[src/rtl/crpack_pkg.sv]
package crpack_pkg;

  typedef enum logic [1:0] {
    PK_ONE   = 2'b00,
    PK_TWO   = 2'b01,
    PK_FOUR  = 2'b10,
    PK_EIGHT = 2'b11
  } pack_e;

  // Answers per destination register; a scalar destination takes all of them.
  function automatic logic [6:0] slots_per_reg(input logic dvec, input pack_e code,
                                               input logic [6:0] scalar_slots);
    logic [6:0] k;
    if (!dvec) k = scalar_slots;
    else begin
      unique case (code)
        PK_ONE:   k = 7'd1;
        PK_TWO:   k = 7'd2;
        PK_FOUR:  k = 7'd4;
        default:  k = 7'd8;
      endcase
    end
    return k;
  endfunction

  // One masked-equality term.
  function automatic logic eq_term(input logic en, input logic sel, input logic bitv);
    return en & (sel == bitv);
  endfunction

endpackage

[src/rtl/crpack_reduce.sv]
module crpack_reduce #(
  parameter int FW = 4
) (
  input  logic [FW-1:0] en_pat,
  input  logic [FW-1:0] sel_pat,
  input  logic [FW-1:0] field,
  input  logic          any_sel,
  output logic          answer
);
  import crpack_pkg::*;

  logic [FW-1:0] terms;

  generate
    for (genvar j = 0; j < FW; j++) begin : g_term
      assign terms[j] = eq_term(en_pat[j], sel_pat[j], field[j]);
    end
  endgenerate

  assign answer = any_sel ? (|terms) : (&terms);
endmodule

[src/rtl/crpack_ctrl.sv]
module crpack_ctrl #(
  parameter int VLW = 7
) (
  input  logic           clk,
  input  logic           rst_n,
  input  logic           start,
  input  logic [VLW-1:0] vl_in,
  input  logic [VLW-1:0] k_in,
  output logic           accept,
  output logic           run,
  output logic           fin,
  output logic           busy,
  output logic           done,
  output logic [VLW-1:0] idx,
  output logic [VLW-1:0] slot,
  output logic [VLW-1:0] reg_off,
  output logic [VLW-1:0] vl_q,
  output logic           elem_last,
  output logic           flush
);
  logic [VLW-1:0] k_q;

  assign busy      = run | fin;
  assign accept    = start & ~busy;
  assign elem_last = run & (idx == vl_q - VLW'(1));
  assign flush     = run & (elem_last | (slot == k_q - VLW'(1)));

  always_ff @(posedge clk or negedge rst_n) begin
    if (!rst_n) begin
      run     <= 1'b0;
      fin     <= 1'b0;
      done    <= 1'b0;
      idx     <= '0;
      slot    <= '0;
      reg_off <= '0;
      vl_q    <= '0;
      k_q     <= VLW'(1);
    end else if (accept) begin
      run     <= (vl_in != '0);
      fin     <= 1'b0;
      done    <= (vl_in == '0);
      idx     <= '0;
      slot    <= '0;
      reg_off <= '0;
      vl_q    <= vl_in;
      k_q     <= k_in;
    end else if (run) begin
      done <= 1'b0;
      idx  <= idx + VLW'(1);
      if (flush) begin
        slot    <= '0;
        reg_off <= reg_off + VLW'(1);
      end else begin
        slot <= slot + VLW'(1);
      end
      if (elem_last) begin
        run <= 1'b0;
        fin <= 1'b1;
      end
    end else begin
      done <= fin;
      fin  <= 1'b0;
    end
  end
endmodule

[src/rtl/crpack_pack.sv]
module crpack_pack #(
  parameter int XLEN = 64,
  parameter int VLW  = 7,
  parameter int RAW  = 5
) (
  input  logic            clk,
  input  logic            rst_n,
  input  logic            clear,
  input  logic            step,
  input  logic            flush,
  input  logic            answer,
  input  logic [VLW-1:0]  slot,
  input  logic [RAW-1:0]  reg_idx,
  input  logic [XLEN-1:0] strb_in,
  output logic            wr_en,
  output logic [RAW-1:0]  wr_idx,
  output logic [XLEN-1:0] wr_data,
  output logic [XLEN-1:0] wr_strb
);
  logic [XLEN-1:0] acc;
  logic [XLEN-1:0] merged;

  assign merged = acc | (XLEN'(answer) << slot);

  always_ff @(posedge clk or negedge rst_n) begin
    if (!rst_n) begin
      acc     <= '0;
      wr_en   <= 1'b0;
      wr_idx  <= '0;
      wr_data <= '0;
      wr_strb <= '0;
    end else begin
      wr_en <= 1'b0;
      if (clear) begin
        acc <= '0;
      end else if (step) begin
        if (flush) begin
          acc     <= '0;
          wr_en   <= 1'b1;
          wr_idx  <= reg_idx;
          wr_data <= merged;
          wr_strb <= strb_in;
        end else begin
          acc <= merged;
        end
      end
    end
  end
endmodule

[src/rtl/crpack_top.sv]
module crpack_top #(
  parameter int XLEN   = 64,
  parameter int FW     = 4,
  parameter int CRF_AW = 7,
  parameter int RAW    = 5
) (
  input  logic              clk,
  input  logic              rst_n,
  input  logic              start,
  input  logic [$clog2(XLEN):0] vl,
  input  logic              src_vec,
  input  logic              dst_vec,
  input  logic              any_sel,
  input  logic [FW-1:0]     en_pat,
  input  logic [FW-1:0]     sel_pat,
  input  logic [1:0]        pack_code,
  input  logic [CRF_AW-1:0] cr_base,
  input  logic [RAW-1:0]    rt_base,
  output logic              busy,
  output logic              done,
  output logic [CRF_AW-1:0] cr_raddr,
  input  logic [FW-1:0]     cr_rdata,
  output logic              wr_en,
  output logic [RAW-1:0]    wr_idx,
  output logic [XLEN-1:0]   wr_data,
  output logic [XLEN-1:0]   wr_strb
);
  import crpack_pkg::*;

  localparam int VLW = $clog2(XLEN) + 1;

  logic              accept, run, fin, elem_last, flush, answer;
  logic [VLW-1:0]    idx, slot, reg_off, vl_q, k_in;
  logic              src_vec_q, dst_vec_q, any_q;
  logic [FW-1:0]     en_q, sel_q;
  logic [CRF_AW-1:0] cr_base_q;
  logic [RAW-1:0]    rt_base_q;
  logic [XLEN-1:0]   strb_sel;
  logic [RAW-1:0]    reg_idx;

  assign k_in = slots_per_reg(dst_vec, pack_e'(pack_code), 7'(XLEN));

  always_ff @(posedge clk or negedge rst_n) begin
    if (!rst_n) begin
      src_vec_q <= 1'b0;
      dst_vec_q <= 1'b0;
      any_q     <= 1'b0;
      en_q      <= '0;
      sel_q     <= '0;
      cr_base_q <= '0;
      rt_base_q <= '0;
    end else if (accept) begin
      src_vec_q <= src_vec;
      dst_vec_q <= dst_vec;
      any_q     <= any_sel;
      en_q      <= en_pat;
      sel_q     <= sel_pat;
      cr_base_q <= cr_base;
      rt_base_q <= rt_base;
    end
  end

  crpack_ctrl #(.VLW(VLW)) ctrl_i (
    .clk(clk), .rst_n(rst_n), .start(start), .vl_in(vl), .k_in(k_in),
    .accept(accept), .run(run), .fin(fin), .busy(busy), .done(done),
    .idx(idx), .slot(slot), .reg_off(reg_off), .vl_q(vl_q),
    .elem_last(elem_last), .flush(flush)
  );

  assign cr_raddr = src_vec_q ? (cr_base_q + CRF_AW'(idx)) : cr_base_q;

  crpack_reduce #(.FW(FW)) red_i (
    .en_pat(en_q), .sel_pat(sel_q), .field(cr_rdata),
    .any_sel(any_q), .answer(answer)
  );

  always_comb begin
    for (int b = 0; b < XLEN; b++) begin
      strb_sel[b] = dst_vec_q | (b < int'(vl_q));
    end
  end

  assign reg_idx = rt_base_q + RAW'(reg_off);

  crpack_pack #(.XLEN(XLEN), .VLW(VLW), .RAW(RAW)) pack_i (
    .clk(clk), .rst_n(rst_n), .clear(accept), .step(run), .flush(flush),
    .answer(answer), .slot(slot), .reg_idx(reg_idx), .strb_in(strb_sel),
    .wr_en(wr_en), .wr_idx(wr_idx), .wr_data(wr_data), .wr_strb(wr_strb)
  );
endmodule

[config.mk]
export PLATFORM = sky130hd
export DESIGN_NAME = crpack_top
export DESIGN_NICKNAME = d
export VERILOG_FILES = /design/src/rtl/crpack_pkg.sv /design/src/rtl/crpack_reduce.sv /design/src/rtl/crpack_ctrl.sv /design/src/rtl/crpack_pack.sv /design/src/rtl/crpack_top.sv
export SDC_FILE = /design/constraint.sdc
export NUM_CORES = 1
export LEC_CHECK = 0
export ABC_AREA = 1
export ABC_CLOCK_PERIOD_IN_PS = 3000
export BUFFER_PORTS_ARGS = -buffer_cell sky130_fd_sc_hd__clkbuf_2
export CORE_MARGIN = 1
export CORE_UTILIZATION = 42
export CTS_CLUSTER_DIAMETER = 40
export CTS_CLUSTER_SIZE = 12
export DETAILED_ROUTE_END_ITERATION = 8
export PLACE_DENSITY_LB_ADDON = 0.1
export SYNTH_ARGS = -nofsm -noshare
export SYNTH_HDL_FRONTEND = slang
export SYNTH_HIERARCHICAL = 1
export SYNTH_SLANG_ARGS = --single-unit
[constraint.sdc]
create_clock -name clk -period 3 [get_ports clk]
set_input_delay 0.15 -clock clk [delete_from_list [all_inputs] [get_ports clk]]
set_output_delay 0.15 -clock clk [all_outputs]
set_load 0.05 [all_outputs]
* Word level (Yosys, flattened, before mapping)
Cells that the tools add are included.
Word-level totals: word-level logic and storage cells 212, input port bits 39, output and inout port bits 143, flip-flop bits (word level) 259
Cells by class: equal/unequal tests 9, shift operators 1, reduce and logical (&&, ||, !) cells 9, bitwise gates (word level) 76, $lt $le $gt $ge 64, add/subtract/negate cells 7, mux-type cells 26
Operators by type and width (count):
- 6-bit by 7-bit < comparator with 1-bit output, first input constant | 32
- 64-bit 2-to-1 mux | 3
- 5-bit by 7-bit < comparator with 1-bit output, first input constant | 16
- 7-bit 2-to-1 mux | 10
- 1-bit bitwise OR | 66
- 64-bit bitwise OR | 1
- 1-bit by 7-bit << shifter with 64-bit output | 1
- 4-bit by 7-bit < comparator with 1-bit output, first input constant | 8
- 3-bit by 7-bit < comparator with 1-bit output, first input constant | 4
- 7-bit by 1-bit adder with 7-bit output, second input constant | 3
- 7-bit == test | 2
- 1-bit by 7-bit < comparator with 1-bit output, first input constant | 2
- 2-bit by 7-bit < comparator with 1-bit output, first input constant | 2
- 7-bit by 1-bit subtractor with 7-bit output, second input constant | 2
- 1-bit 2-to-1 mux | 12
- 4-bit one-hot mux with 3 select lines | 1
- 7-bit adder | 1
- 1-bit AND | 7
- 7-bit logical NOT | 1
- 7-bit nonzero test | 1
- 5-bit adder | 1
- 1-bit == test | 4
- 4-bit AND reduction | 1
- 2-bit nonzero test | 2
- 8 further kinds | 9

* Depth between registers and ports, before layout
depth after elaboration 9, gate-level depth with buffers 18, gate-level depth less buffers 16

* Hierarchy
Netlist, hierarchy kept.
Modules (own cells, without submodules):
- crpack_pack | sequential area each 4954.8 µm², area an instance 8438.1 µm², cells each 1005, times used 1
- crpack_ctrl | sequential area each 952.2 µm², area an instance 2343.5 µm², cells each 313, times used 1
- crpack_top | sequential area each 575.6 µm², area an instance 1943.1 µm², cells each 257, times used 1
- crpack_reduce | sequential area each 0.0 µm², area an instance 126.4 µm², cells each 27, times used 1

* Least setup slack after synthesis
Ideal clock, no wire load.
path kind flip-flop to flip-flop, from register ctrl_i.vl_q[0], to register pack_i.wr_strb[13], arrival time 2449 ps, clock period less this slack 2568 ps, library setup time 119 ps, buffers on the path 2, stages on the path, launching flop included 18, slack 432 ps, required time 2881 ps, path through dfrtp_1 inv_2 ha_1 inv_1 nand2_1 nand2_1 nor2_1 nand3_2 nor2_4 nand3_4 nand2_4 inv_2 nor3_4 inv_2 buf_2 clkbuf_1 nand2_1 nand2_1
On the way: longest elaborated chain between the ends 6, elaborated cells between the ends (all ways) 8, classes of those cells add/sub (1); order compare (1); eq/ne (1); bitwise (4); reduce/logical (1)
RTL lines:
- start, declared | line crpack_ctrl.sv:17 | output logic [VLW-1:0] vl_q,
- start signal, assigned | line crpack_ctrl.sv:45 | vl_q <= vl_in;
- 7-bit by 1-bit subtractor with 7-bit output | line crpack_ctrl.sv:25 | assign elem_last = run & (idx == vl_q - VLW'(1));
- 7-bit == test | line crpack_ctrl.sv:25
- 1-bit AND | line crpack_ctrl.sv:25
- 1-bit bitwise OR | line crpack_ctrl.sv:26 | assign flush = run & (elem_last | (slot == k_q - VLW'(1)));
- 1-bit AND | line crpack_ctrl.sv:26
- named net flush | line crpack_top.sv:32 | logic accept, run, fin, elem_last, flush, answer;
- 3-bit AND reduction (no line)
- end signal, assigned | line crpack_pack.sv:42 | wr_strb <= strb_in;
- end, declared | line crpack_pack.sv:18 | output logic [XLEN-1:0] wr_strb
The timed path passes the listed nets, and every way through them passes these cells. A chain may end at the register's enable or synchronous reset.

* Worst setup path after layout
from register ctrl_i.vl_q[0], to register pack_i.wr_data[9]
On the way: longest elaborated chain between the ends 6
RTL lines:
- 7-bit by 1-bit subtractor with 7-bit output | line crpack_ctrl.sv:25
- 7-bit == test | line crpack_ctrl.sv:25
- 1-bit AND | line crpack_ctrl.sv:25
- 1-bit bitwise OR | line crpack_ctrl.sv:26
- 1-bit AND | line crpack_ctrl.sv:26
- named net flush | line crpack_top.sv:32
- 3-bit AND reduction (no line)
- end signal, assigned | line crpack_pack.sv:41 | wr_data <= merged;
- end, declared | line crpack_pack.sv:17 | output logic [XLEN-1:0] wr_data,
The timed path passes the listed nets, and every way through them passes these cells.

==> results.cfg <==
[run_status]
status = finished clean

[sta]
max_slew_margin_pct = 46.5
clock_skew_ns = 0.0153
rsz0062_at_grt = no
period_share_pct = 93.1
worst_pin_slew_ns = 0.797
setup_viol = 0
hold-worst-slack_ns = 0.162
drv_slew = 0
fin_setup_tns_ns = 0
hold_violations = 0
max_freq_mhz = 358
period_needed_ns = 2.79

[drt]
firstDrtPassIters = 5
vias_per_cell = 4.97
drc_errors = 0
dr_total_vias = 11000
drtIter0Drc = 820
ant_nets = 0
wirelength_um = 33200
wl_per_cell_um = 14.9

[cells_and_area]
fin_nets = 1858
fin_util_pct = 53.8
area_delta_synth_final_pct = 25.5
final_common_cell = nand2_1
diodes = 0
final_cell_area_sq_mm = 0.0160
drive_above_1_share_pct = 18.6
final_cell_mix = nand2_1 (664), dfrtp_1 (255), clkbuf_2 (180), inv_1 (149)
final_cells = 2222

[power]
switching_share_pct = 47.3
pwr-share-seq_pct = 28.9
power-per-cell-area_mw_per_mm2 = 1200
intPower_w = 0.0101
p_comb_share_pct = 45.5
ir_drop_mv = 0.597
clockPowerShare_pct = 25.6
p_leak_nw = 8.61
switchingPower_w = 0.00910

[setup_path]
regToRegEndpoint = pack_i/wr_data[9]$_DFFE_PN0P_
reg2reg_setup_slack_ns = 0.21
cp_top_family = simple AND/OR/NAND/NOR gates
critPathKind = flop to flop
crit_path_cell_trace = inv_2 > ha_1 > inv_1 > nand2_1 > nand2_1 > nor2_1 > nand3_2 > nor2_4 > nand3_4 > nand2_4 > inv_2 > nor3_4 > bufinv_8 > buf_12 > nand2_1 > nand2_1
cp_max_fo = 46
worstPathBufferInverterCount = 5
timing.rr.start = ctrl_i/vl_q[0]$_DFFE_PN0P_
cp.required_ns = 3.40
setup.worst_path.start_class = flop
critPathCaptureType = flop
arrival_ns = 3.20
slowest_stage = dfrtp_2
crit_top_cell = nand2_1
max_stage_delay_ns = 0.46
reg2reg_depth = 16

[cts]
cts_setup_buffers = 0
cts.sinks = 257
cts-root-buf = clkbuf_16
numCtsBuffers = 43
path_clk_slew_ns = 0.06
cts_tree = built
insertion_delay_ns = 0.52
clockBufferDepth = 3
cts_max_level = 2

[die]
start_util_pct = 42.8
die_w_um = 176
num_rows = 63
core_area_sq_mm = 0.0297
die_area_sq_mm = 0.0310
dieHeight_um = 176
io_pins = 182

[global_route]
grt_pass1_vias = 10600
grt_pass1_wl_um = 54200
antenna_found_initial = 0
grtUsageTotal_pct = 21.6
grt_max_degree = 88
grt_overflow = 0

[run]
drv_cap = 0

[hold_path]
hold_class = input pin to flop
min_to = ctrl_i/vl_q[5]$_DFFE_PN0P_
min-delay-start = start
hold_depth = 5

[placed_design]
gp_congestion = 0.836
place_area_sq_mm = 0.0142
place_inst = 2113
port_buffers = 181
hpwlAfterDp_um = 21900

[synth]
syn_inst = 1588
ys_warn_count = 6
syn_area_sq_mm = 0.0127
syn_area_per_cell_sq_um = 8.02
-- power groups by stage --
stage	Sequential, W	Clock (W)	Combinational [W]
after global placement	0.00560	0	0.00864
after CTS	0.00557	0.00503	0.00879
after detailed placement	0.00562	0	0.00872
final	0.00556	0.00492	0.00876
after global routing	0.00571	0.00518	0.00965
after floorplan	0.00746	0	0.00460
-- stage by stage --
step | worst slack, ns | total power [W]
after global routing | 0.00208 | 0.0205
final | 0.208 | 0.0192
after CTS | 0.0321 | 0.0194
after global placement | 0.196 | 0.0142
after detailed placement | 0.0570 | 0.0143
after floorplan | 0.462 | 0.0121
-- worst max path at each step --
stage                                           from                        endpoint  slack, ns  cells past startpoint
after CTS                 ctrl_i/vl_q[0]$_DFFE_PN0P_  pack_i/wr_data[62]$_DFFE_PN0P_       0.03                     16
after floorplan           ctrl_i/vl_q[0]$_DFFE_PN0P_  pack_i/wr_strb[13]$_DFFE_PN0P_       0.46                     17
after global placement    ctrl_i/vl_q[0]$_DFFE_PN0P_  pack_i/wr_data[14]$_DFFE_PN0P_       0.20                     16
final                     ctrl_i/vl_q[0]$_DFFE_PN0P_   pack_i/wr_data[9]$_DFFE_PN0P_       0.21                     16
after detailed placement  ctrl_i/vl_q[0]$_DFFE_PN0P_  pack_i/wr_data[62]$_DFFE_PN0P_       0.06                     16
after global routing      ctrl_i/vl_q[0]$_DFFE_PN0P_   pack_i/wr_data[1]$_DFFE_PN0P_      0.002                     16
-- worst min-delay path, cell delays in order --
cell and delay [ns]:
clkbuf_2 0.08, nand2_1 0.06, buf_4 0.22, nand2_1 0.09, nand2_1 0.05
-- state kept, by name (all words and copies together), names as in the netlist, 4 cells and up --
register,count
pack_i/wr_strb,64
ctrl_i/vl_q,7
ctrl_i/slot,7
ctrl_i/idx,7
pack_i/wr_data,64
pack_i/wr_idx,5
ctrl_i/reg_off,5
sel_q,4
cr_base_q,7
en_q,4
pack_i/acc,64
rt_base_q,5
ctrl_i/k_q,7
-- routing by layer --
metal	vias to the layer above	GRT usage, %	routed length, um
li1	5531	-	-
met1	5170	31.0	15900
met2	282	33.8	14900
met3	58	3.27	1720
met4	0	6.01	658
met5	-	0	0
-- area by class of cell --
cell class / count / area [sq um]
Clock buffer: 53 / 1230
Sequential cell: 257 / 6430
Multi-Input combinational cell: 1094 / 5370
Timing Repair Buffer: 247 / 1610
Tap cell: 390 / 488
Clock inverter: 22 / 236
Fill cell: 2831 / 13700
Inverter: 159 / 611
-- timing repair --
item                                   4_1_cts  5_1_grt
endpoints found under the hold margin      114        0
setup endpoints to repair                    0      121
hold buffers                                34        0
resized for setup                            0        4
Power figures use the tool's default switching activity.
